==> src/rtl/mul_pkg.sv <==
package mul_pkg;

    localparam int DEF_WIDTH = 16;

    typedef enum logic {
        ST_IDLE = 1'b0,
        ST_RUN  = 1'b1
    } mul_state_e;

    // control strobes the sequencer hands to the datapath
    typedef struct packed {
        logic load;   // capture operands, clear product pieces
        logic step;   // one add-and-shift iteration
    } mul_ctl_t;

    // counter width able to hold 0 .. w
    function automatic int cnt_bits(input int w);
        return $clog2(w) + 1;
    endfunction

endpackage

==> src/rtl/mul_shreg.sv <==
module mul_shreg #(
    parameter int W = 16
) (
    input  logic         clk,
    input  logic         rst,
    input  logic         load_en,
    input  logic         shift_en,
    input  logic         ser_in,
    input  logic [W-1:0] d,
    output logic [W-1:0] q
);
    logic [W-1:0] q_r;

    always_ff @(posedge clk) begin
        if (rst)
            q_r <= '0;
        else if (load_en)
            q_r <= d;
        else if (shift_en)
            q_r <= {ser_in, q_r[W-1:1]};
    end

    assign q = q_r;

    // a shift step moves the stored word one place toward bit 0
    p_shift_moves_r1: assert property (@(posedge clk) disable iff (rst)
        (shift_en && !load_en) |=> (q_r[W-2:0] == $past(q_r[W-1:1])));

endmodule

==> src/rtl/mul_upper.sv <==
module mul_upper #(
    parameter int W = 16
) (
    input  logic         clk,
    input  logic         rst,
    input  logic         clr,
    input  logic         en,
    input  logic         sel_bit,
    input  logic [W-1:0] mcand,
    output logic [W:0]   q
);
    logic [W:0]   q_r;
    logic [W-1:0] addend;
    logic [W:0]   sum;

    assign addend = sel_bit ? mcand : '0;
    assign sum    = {1'b0, q_r[W:1]} + {1'b0, addend};

    always_ff @(posedge clk) begin
        if (rst || clr)
            q_r <= '0;
        else if (en)
            q_r <= sum;
    end

    assign q = q_r;

    // a clear leaves the upper accumulator at zero
    p_clear_zero_r4: assert property (@(posedge clk) disable iff (rst)
        clr |=> (q_r == '0));

endmodule

==> src/rtl/mul_ctrl.sv <==
module mul_ctrl
    import mul_pkg::*;
#(
    parameter int W = 16
) (
    input  logic     clk,
    input  logic     rst,
    input  logic     start,
    output mul_ctl_t ctl,
    output logic     done
);
    localparam int CW = cnt_bits(W);
    localparam logic [CW-1:0] LAST = CW'(W - 1);

    mul_state_e    state;
    logic [CW-1:0] cnt;
    logic          done_r;

    always_ff @(posedge clk) begin
        if (rst) begin
            state  <= ST_IDLE;
            cnt    <= '0;
            done_r <= 1'b0;
        end else begin
            done_r <= 1'b0;
            case (state)
                ST_IDLE: begin
                    if (start) begin
                        state <= ST_RUN;
                        cnt   <= '0;
                    end
                end
                ST_RUN: begin
                    cnt <= cnt + 1'b1;
                    if (cnt == LAST) begin
                        state  <= ST_IDLE;
                        done_r <= 1'b1;
                    end
                end
                default: state <= ST_IDLE;
            endcase
        end
    end

    assign ctl.load = (state == ST_IDLE) && start;
    assign ctl.step = (state == ST_RUN);
    assign done     = done_r;

    // done never lasts two cycles
    p_done_single_r2: assert property (@(posedge clk) disable iff (rst)
        done_r |=> !done_r);

    // a start in the middle of a run does not end or restart it
    p_start_ignored_r3: assert property (@(posedge clk) disable iff (rst)
        (state == ST_RUN && cnt != LAST && start) |=> (state == ST_RUN && cnt == $past(cnt) + 1'b1));

endmodule

==> src/rtl/shift_add_mul.sv <==
module shift_add_mul
    import mul_pkg::*;
#(
    parameter int WIDTH = DEF_WIDTH
) (
    input  logic               clk,
    input  logic               rst,
    input  logic               start,
    input  logic [WIDTH-1:0]   op_a,
    input  logic [WIDTH-1:0]   op_b,
    output logic               done,
    output logic [2*WIDTH-1:0] product
);
    localparam int LOW_W = WIDTH - 1;

    mul_ctl_t         ctl;
    logic [WIDTH-1:0] mcand_q;
    logic [WIDTH-1:0] mplier_q;
    logic [WIDTH:0]   upper_q;
    logic [LOW_W-1:0] low_q;

    mul_ctrl #(.W(WIDTH)) u_ctrl (
        .clk   (clk),
        .rst   (rst),
        .start (start),
        .ctl   (ctl),
        .done  (done)
    );

    // multiplicand: load only, never shifts
    mul_shreg #(.W(WIDTH)) u_mcand (
        .clk      (clk),
        .rst      (rst),
        .load_en  (ctl.load),
        .shift_en (1'b0),
        .ser_in   (1'b0),
        .d        (op_a),
        .q        (mcand_q)
    );

    // multiplier: loaded, then one bit consumed per step
    mul_shreg #(.W(WIDTH)) u_mplier (
        .clk      (clk),
        .rst      (rst),
        .load_en  (ctl.load),
        .shift_en (ctl.step),
        .ser_in   (1'b0),
        .d        (op_b),
        .q        (mplier_q)
    );

    mul_upper #(.W(WIDTH)) u_upper (
        .clk     (clk),
        .rst     (rst),
        .clr     (ctl.load),
        .en      (ctl.step),
        .sel_bit (mplier_q[0]),
        .mcand   (mcand_q),
        .q       (upper_q)
    );

    // settled low bits: cleared by a load of zero, fed from the upper lsb
    mul_shreg #(.W(LOW_W)) u_low (
        .clk      (clk),
        .rst      (rst),
        .load_en  (ctl.load),
        .shift_en (ctl.step),
        .ser_in   (upper_q[0]),
        .d        ('0),
        .q        (low_q)
    );

    assign product = {upper_q, low_q};

    // with no load and no step the product output does not move
    p_product_hold_r4: assert property (@(posedge clk) disable iff (rst)
        (!ctl.load && !ctl.step) |=> $stable(product));

    // an accepted start zeroes the product at the same edge
    p_product_clear_r4: assert property (@(posedge clk) disable iff (rst)
        ctl.load |=> (product == '0));

endmodule

==> config.mk <==
export PLATFORM = sky130hd
export DESIGN_NAME = shift_add_mul
export DESIGN_NICKNAME = d
export VERILOG_FILES = /design/src/rtl/mul_pkg.sv /design/src/rtl/mul_shreg.sv /design/src/rtl/mul_upper.sv /design/src/rtl/mul_ctrl.sv /design/src/rtl/shift_add_mul.sv
export SDC_FILE = /design/constraint.sdc
export NUM_CORES = 1
export LEC_CHECK = 0
export BUFFER_PORTS_ARGS = -buffer_cell sky130_fd_sc_hd__buf_2
export CORE_MARGIN = 2
export CORE_UTILIZATION = 59
export DETAILED_ROUTE_END_ITERATION = 8
export PLACE_DENSITY = 0.84
export RECOVER_POWER = 50
export SKIP_CTS_REPAIR_TIMING = 1
export SYNTH_ARGS = -nofsm -noshare
export SYNTH_HDL_FRONTEND = slang
export SYNTH_SLANG_ARGS = --single-unit
==> constraint.sdc <==
create_clock -name clk -period 3.6 [get_ports clk]
set_input_delay 0.18 -clock clk [delete_from_list [all_inputs] [get_ports clk]]
set_output_delay 0.18 -clock clk [all_outputs]
set_load 0.05 [all_outputs]
---- After elaboration in Yosys (flattened, before gate mapping) ----
Cells that the tools add are included.
word-level totals
  register bits ........................... 71
  latch bits .............................. 0
  RAM bits ................................ 0
  memory bits (read-only) ................. 0
  input bits .............................. 35
  output and inout bits ................... 33
  logic and storage cells ................. 26
  memories kept ........................... 0
operators by class
  add/subtract/negate cells ............... 2
  $mul .................................... 0
  div/mod/pow operators ................... 0
  $lt $le $gt $ge ......................... 0
  equality and inequality tests ........... 2
  shifts and indexed selects .............. 0
  mux-type cells .......................... 9
  bitwise gates (word level) .............. 1
  reduce and logical (&&, ||, !) cells .... 5
operators by type and width
  kind                                            count
  2-to-1 mux 16 bit                               3
  adder 16 x 16 -> 17 bit                         1
  case mux 5 bit (2 select lines)                 1
  adder 5 x 1 -> 5 bit (second input constant)    1
  == test 5 x 4 -> 1 bit (second input constant)  1
  2-to-1 mux 5 bit                                1
  OR reduction 2 bit                              2
  2-to-1 mux 1 bit                                3
  inequality test 2 bit (second input constant)   1
  case mux 1 bit (2 select lines)                 1
  nonzero test 2 bit                              1
  logical AND 1 bit                               1
  logical OR 1 bit                                1
  NOT 1 bit                                       1

---- Depth between registers and ports, before layout ----
  word-level depth ........................ 3
  depth in mapped cells ................... 10
  depth with buffers taken out ............ 9

---- Cells and area by module ----
From an unflattened synthesis, not the netlist that was laid out.
second synthesis, totals
  cells, all modules ...................... 424
  area, all modules ....................... 4134.0 um^2
by module, submodules not included
  module                   times used  cells an instance  area an instance (um^2)  sequential area each (um^2)
  mul_shreg (u_mcand ...)  2           71                 805.8                    320.3
  mul_upper                1           180                1428.9                   340.3
  mul_shreg (u_low)        1           66                 755.7                    300.3
  mul_ctrl                 1           35                 334.1                    140.1
  shift_add_mul            1           1                  3.8                      0.0

---- Least setup slack after synthesis ----
OpenSTA, ideal clock, no wires.
  path type ............................... register to register
  start point ............................. register u_mplier.q_r[0], in the netlist u_mplier.q[0]
  end point ............................... register u_upper.q_r[16], in the netlist u_upper.q[16]
  setup time .............................. 0.128 ns
  arrival ................................. 2.302 ns
  data required time ...................... 3.472 ns
  path slack .............................. 1.171 ns
  stages on the path, launching flop included .. 11
  path buffers ............................ 1
  period minus slack after synthesis ...... 2.429 ns
  cell sequence ........................... dfxtp_1 -> clkbuf_1 -> and2_1 -> ha_1 -> fa_1 -> a211oi_2 -> o21bai_2 -> o21ai_2 -> o21ai_2 -> a221oi_2 -> o22ai_1
on the way
  cells in the longest elaborated chain, start to end .. 2
RTL lines
  what                      line             RTL
  start: declaration        mul_shreg.sv:12  logic [W-1:0] q_r;
  start signal: assignment  mul_shreg.sv:20  q_r <= {ser_in, q_r[W-1:1]};
  2-to-1 mux 16 bit         mul_upper.sv:16  assign addend = sel_bit ? mcand : '0;
  adder 16 x 16 -> 17 bit   mul_upper.sv:17  assign sum = {1'b0, q_r[W:1]} + {1'b0, addend};
  end signal: assignment    mul_upper.sv:23  q_r <= sum;
  end: declaration          mul_upper.sv:12  logic [W:0] q_r;
No other way between the ends.
A chain may end at the register's enable or synchronous reset.

---- Worst setup path in the final report ----
Ends and elaborated chain as after synthesis.

==> flow_metrics.env <==
export IMPL_totalWireLength_um=7510
export IMPL_die_y_um=81.1
export IMPL_area_growth_pct=14.3
export IMPL_cts_sinks=71
export IMPL_hp_class="primary input to flop"
export IMPL_cp_start_kind="flop"
export IMPL_via_per_inst=5.48
export IMPL_io_buffers=67
export IMPL_clkLatencyLatePin_ns=0.34
export IMPL_finalSetupViolCount=0
export IMPL_pin_count=68
export IMPL_maxSlewViolCount=0
export IMPL_timing_hold_ws_ns=0.0733
export IMPL_drcViolationCount=0
export IMPL_status="complete, no violations"
export IMPL_cts_buffers=9
export IMPL_yosys_warnings=0
export IMPL_multi_input_area_um2=1970
export IMPL_critPathRequiredTime_ns=3.79
export IMPL_slew_headroom_pct=32.1
export IMPL_wl_per_cell_um=13.7
export IMPL_cts_tree="yes"
export IMPL_core_area_um2=5850
export IMPL_timing_final_crit_period_ns=2.70
export IMPL_synth_cell_types=46
export IMPL_critical_path_max_fanout=17
export IMPL_final_cell_mix="nor2_1, dfxtp_1, nand2_1"
export IMPL_seq_area_frac_synth_pct=40.5
export IMPL_ir_drop_mv=0.290
export IMPL_max_slew_worst_pin_slew_ns=1.02
export IMPL_wl_met3_um=438
export IMPL_syn_nets=465
export IMPL_dp_hpwl_um=5300
export IMPL_max_freq_mhz=371
export IMPL_clkTransAtPathRegs_ns=0.08
export IMPL_antenna_cells=0
export IMPL_top_layer_used="met4"
export IMPL_clock_skew_ns=0.00780
export IMPL_drt_iter0_drc=172
export IMPL_power_w=0.00163
export IMPL_hold_violations=0
export IMPL_ys_ff_latch=71
export IMPL_synth_avg_cell_area_um2=8.54
export IMPL_final_antenna_net_count=0
export IMPL_synthCells=411
export IMPL_h_tree_depth=3
export IMPL_cts_path_max_buffers=2
export IMPL_rows=28
export IMPL_cts_root_buffer="clkbuf_8"
export IMPL_cp_end_kind="flop"
export IMPL_antenna_found_initial=0
export IMPL_finalCritPeriodShare_pct=74.9
export IMPL_leakage_nw=1.69
export IMPL_vias=2999
export IMPL_overflow=0
export IMPL_powerDensity_nw_per_um2=407
export IMPL_synthArstFlopShare_pct=0
export IMPL_utilization_pct=68.6
export IMPL_holdPathStages=3
export IMPL_m1WireLength_um=3350
export IMPL_rsz0062_at_grt="no"
export IMPL_firstDrtPassIters=4
export IMPL_place_gp_congestion=0.899
export IMPL_grt_pass1_wl_um=12400
export IMPL_tns_ns=0
export IMPL_reg2reg_depth=9
export IMPL_synth_enable_flop_cells=0
export IMPL_die_x_um=81.1
export IMPL_die_area_um2=6580
export IMPL_cap_violations=0
export IMPL_dr_wl_met2_um=3580
export IMPL_synth_ff_type="dfxtp_1"
export IMPL_netlist_area_um2=3510
export IMPL_grt_max_degree=59
export IMPL_drive_gt1_share_pct=13.6
export IMPL_layout_area_seq_um2=1420
export IMPL_crit_type="flop to flop"
export IMPL_start_util_pct=60.0
export IMPL_n_fill_cell=493
export IMPL_grt_pass1_vias=2780
export IMPL_final_nets=521
export IMPL_grt_usage_pct=24.4
export IMPL_crit_arrival_ns=2.88
## layout make-up
class,count,share of cell area [%]
Tap cell,75,2.34
Clock inverter,4,1.37
Timing Repair Buffer,69,7.70
Inverter,5,0.468
Multi-Input combinational cell,311,49.0
Clock buffer,12,3.62
Sequential cell,71,35.5
## synthesized netlist by cell type, types with 3 or more instances
| master | number | area [um^2] |
|---|---|---|
| nand2b_1 | 4 | 25.0 |
| a211oi_1 | 7 | 52.6 |
| and2_1 | 18 | 113 |
| a21oi_1 | 43 | 215 |
| o21ai_1 | 8 | 40.0 |
| ha_1 | 18 | 225 |
| inv_1 | 5 | 18.8 |
| buf_2 | 8 | 40.0 |
| nor2_1 | 70 | 263 |
| xor2_1 | 4 | 35.0 |
| nand2_1 | 45 | 169 |
| clkbuf_1 | 8 | 30.0 |
| nand3_1 | 5 | 25.0 |
| a211oi_2 | 3 | 37.5 |
| dfxtp_1 | 71 | 1420 |
| xnor2_1 | 9 | 78.8 |
| nor3_1 | 4 | 20.0 |
| mux2i_1 | 34 | 340 |
| o21ai_0 | 7 | 35.0 |
| and3_1 | 3 | 18.8 |
| o22ai_1 | 3 | 18.8 |
| buf_1 | 7 | 26.3 |
## cells by family (layout without fill, tap and decap cells)
group | after synthesis | count (layout) | share of synthesized area (%)
and+or+nand+nor | 155 | 155 | 19.2
buffers and inverters | 29 | 90 | 3.49
AOI/OAI and AO/OA | 90 | 90 | 16.9
muxes | 34 | 34 | 9.69
adders and majority gates | 19 | 19 | 6.99
xor gates and xnor gates | 13 | 13 | 3.24
DFF | 71 | 71 | 40.5
## report_power, final
part	internal (W)	leakage, nW	switching (W)
Clock	0.000342	0.0968	0.000302
Sequential	0.000812	0.578	0.0000297
Combinational	0.0000597	1.02	0.0000884
Total	0.00121	1.69	0.000420
## per-layer routing
| layer | track usage [%] | vias to the layer above |
|---|---|---|
| met5 | 0 | - |
| met4 | 10.8 | 0 |
| met3 | 6.67 | 18 |
| met2 | 39.0 | 80 |
| met1 | 30.7 | 1377 |
| li1 | - | 1524 |
## flip-flops by register name (all words and copies together), names as in the netlist
| register | cells |
|---|---|
| u_ctrl.cnt | 5 |
| u_ctrl.done | 1 |
| u_mcand.q | 16 |
| u_ctrl.state | 1 |
| u_mplier.q | 16 |
| u_low.q | 15 |
| u_upper.q | 17 |
## per-stage QoR
| stage | instance area (um^2) | setup slack (ns) | cells |
|---|---|---|---|
| after floorplan | 3510 | 1.17 | 411 |
| final | 4010 | 0.904 | 547 |
| after detailed placement | 3850 | 0.929 | 531 |
| after global placement | 3850 | 1.04 | 531 |
| after CTS | 4050 | 0.900 | 547 |
| after global routing | 4010 | 0.699 | 547 |
## critical path, stage by stage (launching register included)
cell and delay [ns]:
dfxtp_1 0.44, and2_1 0.23, ha_1 0.23, fa_1 0.46
a211oi_2 0.31, o21bai_2 0.14, o21ai_2 0.22, o21ai_2 0.13
a221oi_2 0.28, o22ai_1 0.11
## final timing paths
| kind | slack [ns] | startpoint | to |
|---|---|---|---|
| worst min register to register | 0.45 | u_mcand.q[3] | u_mcand.q[3] |
| worst max register to register | 0.90 | u_mplier.q[0] | u_upper.q[16] |
| worst min-delay path | 0.07 | op_a[0] | u_mcand.q[0] |
| worst max-delay path | 0.90 | u_mplier.q[0] | u_upper.q[16] |
(Power assumes the default switching activity.)
